[src/rtl/clkdiv_pkg.sv]
package clkdiv_pkg;
    localparam int CODE_W   = 3;
    localparam int HALF_W   = (1 << CODE_W) - 2;
    localparam int DATA_W   = 8;
    localparam logic [7:0] OFF_RATIO = 8'h43;
    localparam logic [7:0] OFF_CTRL  = 8'h46;
    localparam int RUN_BIT  = 7;
    localparam int STAT_BIT = 0;
    localparam logic [DATA_W-1:0] RATIO_RST = 8'h01;

    // code -> (ratio - 1); codes 0 and 1 both mean ratio 1
    function automatic logic [HALF_W-1:0] code_to_half(input logic [CODE_W-1:0] code);
        logic [HALF_W:0] ratio;
        if (code <= CODE_W'(1))
            ratio = (HALF_W+1)'(1);
        else
            ratio = (HALF_W+1)'(1) << (code - CODE_W'(1));
        return HALF_W'(ratio - (HALF_W+1)'(1));
    endfunction
endpackage

[src/rtl/clkdiv_regs.sv]
module clkdiv_regs
    import clkdiv_pkg::*;
#(
    parameter int ADDR_W = 12,
    parameter int BASE   = 0
) (
    input  logic              clk,
    input  logic              rst,
    input  logic [ADDR_W-1:0] addr,
    input  logic [DATA_W-1:0] wdata,
    input  logic              we,
    input  logic              running,
    output logic [CODE_W-1:0] code_o,
    output logic              run_req_o,
    output logic [DATA_W-1:0] rdata_o
);
    localparam logic [ADDR_W-1:0] A_RATIO = ADDR_W'(BASE + int'(OFF_RATIO));
    localparam logic [ADDR_W-1:0] A_CTRL  = ADDR_W'(BASE + int'(OFF_CTRL));

    typedef struct packed {
        logic [DATA_W-1:0] ratio;
        logic              run;
    } reg_t;

    reg_t st_d, st_q;
    logic hit_ratio, hit_ctrl;

    assign hit_ratio = (addr == A_RATIO);
    assign hit_ctrl  = (addr == A_CTRL);

    always_comb begin
        st_d = st_q;
        if (we && hit_ratio) st_d.ratio = wdata;
        if (we && hit_ctrl)  st_d.run   = wdata[RUN_BIT];
    end

    always_ff @(posedge clk) begin
        if (rst) begin
            st_q.ratio <= RATIO_RST;
            st_q.run   <= 1'b0;
        end else begin
            st_q <= st_d;
        end
    end

    always_comb begin
        rdata_o = '0;
        if (hit_ratio) begin
            rdata_o = st_q.ratio;
        end else if (hit_ctrl) begin
            rdata_o[RUN_BIT]  = st_q.run;
            rdata_o[STAT_BIT] = running;
        end
    end

    assign code_o    = st_q.ratio[CODE_W-1:0];
    assign run_req_o = st_q.run;
endmodule

[src/rtl/clkdiv_core.sv]
module clkdiv_core
    import clkdiv_pkg::*;
(
    input  logic              clk,
    input  logic              rst,
    input  logic              run_req_i,
    input  logic [CODE_W-1:0] code_i,
    output logic              div_clk_o,
    output logic              run_o,
    output logic              phase_o,
    output logic [HALF_W-1:0] half_o
);
    typedef struct packed {
        logic              sync1;
        logic              sync2;
        logic              run;
        logic              phase;
        logic              out;
        logic [HALF_W-1:0] cnt;
        logic [HALF_W-1:0] half;
    } core_t;

    core_t st_d, st_q;
    logic [HALF_W-1:0] target;

    assign target = code_to_half(code_i);

    always_comb begin
        st_d       = st_q;
        st_d.sync1 = run_req_i;
        st_d.sync2 = st_q.sync1;
        // half-period counter; ratio reload at end of a high phase
        if (st_q.cnt == st_q.half) begin
            st_d.cnt   = '0;
            st_d.phase = ~st_q.phase;
            if (st_q.phase) st_d.half = target;
        end else begin
            st_d.cnt = st_q.cnt + HALF_W'(1);
        end
        // gate moves only while divided phase is low
        if (!st_q.phase) st_d.run = st_q.sync2;
        // stopped: adopt new ratio at once and restart from a low phase
        if (!st_q.run && (target != st_q.half)) begin
            st_d.half  = target;
            st_d.cnt   = '0;
            st_d.phase = 1'b0;
        end
        st_d.out = st_d.run & st_d.phase;
    end

    always_ff @(posedge clk) begin
        if (rst) st_q <= '0;
        else     st_q <= st_d;
    end

    assign div_clk_o = st_q.out;
    assign run_o     = st_q.run;
    assign phase_o   = st_q.phase;
    assign half_o    = st_q.half;
endmodule

[src/rtl/clkdiv_bank.sv]
module clkdiv_bank
    import clkdiv_pkg::*;
#(
    parameter int NUM_INST = 2,
    parameter int ADDR_W   = 12,
    parameter int BASE     = 0,
    parameter int STRIDE   = 256
) (
    input  logic                clk,
    input  logic                rst,
    input  logic [ADDR_W-1:0]   bus_addr,
    input  logic [DATA_W-1:0]   bus_wdata,
    input  logic                bus_we,
    output logic [DATA_W-1:0]   bus_rdata,
    output logic [NUM_INST-1:0] div_clk_o
);
    logic [NUM_INST-1:0]             run_w;
    logic [NUM_INST-1:0]             phase_w;
    logic [NUM_INST-1:0]             req_w;
    logic [NUM_INST-1:0][HALF_W-1:0] half_w;
    logic [NUM_INST-1:0][CODE_W-1:0] code_w;
    logic [NUM_INST-1:0][DATA_W-1:0] rd_w;

    for (genvar g = 0; g < NUM_INST; g++) begin : g_ch
        clkdiv_regs #(
            .ADDR_W (ADDR_W),
            .BASE   (BASE + g * STRIDE)
        ) u_regs (
            .clk       (clk),
            .rst       (rst),
            .addr      (bus_addr),
            .wdata     (bus_wdata),
            .we        (bus_we),
            .running   (run_w[g]),
            .code_o    (code_w[g]),
            .run_req_o (req_w[g]),
            .rdata_o   (rd_w[g])
        );

        clkdiv_core u_core (
            .clk       (clk),
            .rst       (rst),
            .run_req_i (req_w[g]),
            .code_i    (code_w[g]),
            .div_clk_o (div_clk_o[g]),
            .run_o     (run_w[g]),
            .phase_o   (phase_w[g]),
            .half_o    (half_w[g])
        );
    end

    always_comb begin
        bus_rdata = '0;
        for (int i = 0; i < NUM_INST; i++) bus_rdata = bus_rdata | rd_w[i];
    end
endmodule

[config.mk]
export PLATFORM = sky130hd
export DESIGN_NAME = clkdiv_bank
export DESIGN_NICKNAME = d
export VERILOG_FILES = /design/src/rtl/clkdiv_pkg.sv /design/src/rtl/clkdiv_regs.sv /design/src/rtl/clkdiv_core.sv /design/src/rtl/clkdiv_bank.sv
export SDC_FILE = /design/constraint.sdc
export NUM_CORES = 1
export LEC_CHECK = 0
export CAP_MARGIN = 20
export CORE_UTILIZATION = 60
export DETAILED_ROUTE_END_ITERATION = 8
export HOLD_SLACK_MARGIN = 0.1
export PLACE_DENSITY = 0.85
export REMOVE_ABC_BUFFERS = 1
export SLEW_MARGIN = 20
export SYNTH_ARGS = -nofsm -noshare
export SYNTH_HDL_FRONTEND = slang
export SYNTH_SLANG_ARGS = --single-unit
export TNS_END_PERCENT = 1
[constraint.sdc]
create_clock -name clk -period 4.4 [get_ports clk]
set_clock_uncertainty 0.15 [all_clocks]
set_input_delay 1.1 -clock clk [delete_from_list [all_inputs] [get_ports clk]]
set_output_delay 1.1 -clock clk [all_outputs]
set_load 0.02 [all_outputs]
==> results.md <==
* Site row count at 24
* Most common cell after layout, fill and taps aside: dfxtp_1
* Crit path max fanout at 16
* Avg Synthesized Cell Area at 9.29 um^2
* Worst r2r src: g_ch[0].u_regs.code_o[1]
* Number of synthesized register bits at 52
* Slowest-stage cell, CP: clkdlybuf4s50_1
* Number of global-route vias before repair at 2079
* DP HPWL at 3820 um
* First-pass GRT wire length at 9240 um
* Setup TNS at 0 ns
* CTS Buffer Depth at 2
* Yosys warnings at 0
* Commonest non-fill, non-tap cells in the layout: dfxtp_1 (52), nor2_1 (34), clkdlybuf4s50_1 (30)
* Number of CTS-inserted buffers at 5
* PortBufs at 32
* Post-Synthesis Cells at 294
* Finished Cell Area at 3180 um^2
* Area grow syn2layout at 16.6%
* Total die area at 4830 um^2
* Final Max Slew Viols at 0
* DR vias at 2136
* Hold_sp: g_ch[1].u_core.st_d[15]
* Routability-driven placement congestion ratio at 0.831
* Fin. Hold Viols at 0
* Insertion delay to the later sink of the worst-skew pair at 0.30 ns
* CP max stage delay at 0.63 ns
* Drt via density at 5.70
* Maxcap violations at 0
* VDD IR-drop max at 0.158 mV
* Starting density of the core at 62.7%
* Yosys top cell by area: dfxtp_1
* Post-DRT Antenna Nets at 0
* Clk root buf: clkbuf_8
* Most frequent CP cell: clkdlybuf4s50_1
* Power density cells at 255 nW/um^2
* CTS tree: done
* Initial antenna violation count at 0
* Register area share after synthesis at 38.1%
* Starting DRT DRC Count at 122
* Top-area cell type share of the netlist area at 38.1%
* Worst Path Class, Setup: primary input to output pin
* Critical path's top delay family: buffers and inverters
* All-Layer GR Usage at 23.7%
* I/O pin total at 33
* Overall power at 0.812 mW
* Total Nets Final at 349
* Worst rel slew slack at 49.2%
* Pre-antenna DRT Iters at 4
* Period utilisation layout at 96.2%
* Crit. End Element: output pin
* Critical-path cell list: clkdlybuf4s50_1, nor4b_2, nand4_1, buf_4, nor2_1, clkdlybuf4s50_1
* Largest net degree at the start of global routing at 26
* Placed cell area at 3080 um^2
* Hold-fix buffers, CTS at 0
* Data arrival, critical path at 2.98 ns
* DRC at 0
* Post-DR wirelength/cell at 14.1 um
* Peak Freq at 236 MHz
* Die height at 69.5 um
* Total grt overflow at 0
* Largest cells by area after synthesis: dfxtp_1 (38%), mux2i_1 (8.8%), xnor2_1 (8.3%), nor2_1 (4.7%), nor2b_1 (3.7%)
* Fill cells at 319
* Library cells used by synthesis at 39
* Worst Path Buf+Inv at 3
* Post-synthesis cell area at 2730 um^2
* Clk sink count at 52
* Die W at 69.5 um
* Placeable core area at 4350 um^2
* N_diodes at 0
* Critical Path Source: bus_addr[9]
* Setup-failing EPs final at 0
* H-Tree Depth at 2
* Hold/Removal Path Class: register to register
* Tightest Pin Transition at 0.759 ns
* Critical path required time at 3.15 ns
* Leakage at 1.16 nW
* Critical path launch point type: primary input
* Post-Route WL at 5300 um
* Clock period minus worst slack at 4.23 ns
* Clock transition at path regs at 0.09 ns
* Share of cells above drive strength 1 at 11.5%
* Status: finished, final reports clean
* RSZ-0062 raised after global routing: no
==> logic make-up (layout without fill, tap and decap cells) <==
family / after synthesis / count (layout) / synth area share [%]
AO/OA/AOI/OAI: 30 / 30 / 7.70
XOR/XNOR: 36 / 36 / 11.5
adder cells (fa/ha/maj): 4 / 4 / 1.83
buffers and inverters: 20 / 49 / 3.76
flip-flops: 52 / 52 / 38.1
multiplexers: 34 / 34 / 13.6
AND/OR/NAND/NOR: 118 / 118 / 23.5
==> through the flow <==
stage	hold WS [ns]	worst slack [ns]	utilization [%]	cells
2_1_floorplan	0.264	0.728	-	278
3_3_place_gp	0.268	0.130	70.7	367
4_1_cts	0.299	0.0252	72.9	375
6_report	0.294	0.168	73.1	375
3_5_place_dp	0.278	0.0392	70.7	367
5_1_grt	0.314	0.0411	73.1	375
==> area by class of cell <==
type,count,area (um^2),share of cell area [%]
multi-input cells,222,1590,50.1
clock inverters,1,7.51,0.236
repair buffers,37,375,11.8
flip-flops and latches,52,1040,32.7
clock buffers,7,86.3,2.71
inverters,4,15.0,0.472
well taps,52,65.1,2.04
==> synth_stat cells (all sizes together) <==
| cell | count |
|---|---|
| or3b | 2 |
| buf | 8 |
| xnor2 | 26 |
| nor3b | 3 |
| nor4bb | 1 |
| o21ai | 12 |
| nand2 | 12 |
| a41oi | 2 |
| a31oi | 2 |
| mux2i | 24 |
| and4bb | 1 |
| nand2b | 7 |
| and3 | 1 |
| nor2b | 16 |
| o22ai | 2 |
| o21a | 2 |
| inv | 4 |
| mux2 | 10 |
| ha | 4 |
| a211oi | 2 |
| or2 | 4 |
| nand4 | 6 |
| or3 | 2 |
| nand3 | 6 |
| nor4b | 1 |
| nor3 | 14 |
| a21oi | 8 |
| dfxtp | 52 |
| nor2 | 36 |
| clkbuf | 8 |
| nand3b | 4 |
| xor2 | 10 |
| nor4 | 2 |
==> what timing repair did <==
item | 4_1_cts | 5_1_grt
resized for setup | 0 | 3
setup buffers | 0 | 0
hold endpoints to repair | 0 | 0
endpoints found under the setup margin | 0 | 8
==> power breakdown <==
group / total, mW / switching, mW / internal [mW]
combinational: 0.0544 / 0.0234 / 0.0310
sequential: 0.473 / 0.00158 / 0.472
clock: 0.285 / 0.157 / 0.128
total: 0.812 / 0.182 / 0.631
==> sequential cells by signal (all words and copies together) (netlist names) <==
signal	flops
g_ch.u_core.div_clk_o	2
g_ch.u_core.half_o	12
g_ch.u_core.phase_o	2
g_ch.u_core.run_o	2
g_ch.u_core.st_d	2
g_ch.u_core.st_q	14
g_ch.u_regs.code_o	6
g_ch.u_regs.run_req_o	2
g_ch.u_regs.st_q	10
==> per-layer routing <==
layer,GRT usage [%],part of all wire [%],vias up,routed length (um)
met5,0,0,-,0
met4,9.52,1.4,0,76
met3,5.38,5.1,9,270
met2,38.3,48,66,2530
met1,30.5,46,1002,2420
li1,-,-,1059,-
==> worst reg2reg max path: stages, from the launching register on <==
cell,delay [ns]
dfxtp_1,0.58
or3b_2,0.49
ha_1,0.26
and4bb_4,0.35
a31oi_2,0.05
xnor2_1,0.20
a211oi_4,0.51
mux2_4,0.35
==> path summary, 6_finish.rpt <==
| check | depth (start not counted) | endpoint | slack (ns) |
|---|---|---|---|
| hold reg to reg | 1 | g_ch[1].u_core.st_q[15] | 0.29 |
| setup / recovery | 6 | bus_rdata[1] | 0.17 |
| setup reg to reg | 7 | g_ch[0].u_core.half_o[2] | 1.36 |
| hold / removal | 1 | g_ch[1].u_core.st_q[15] | 0.29 |
No activity file was read; power rests on OpenSTA's default activity.
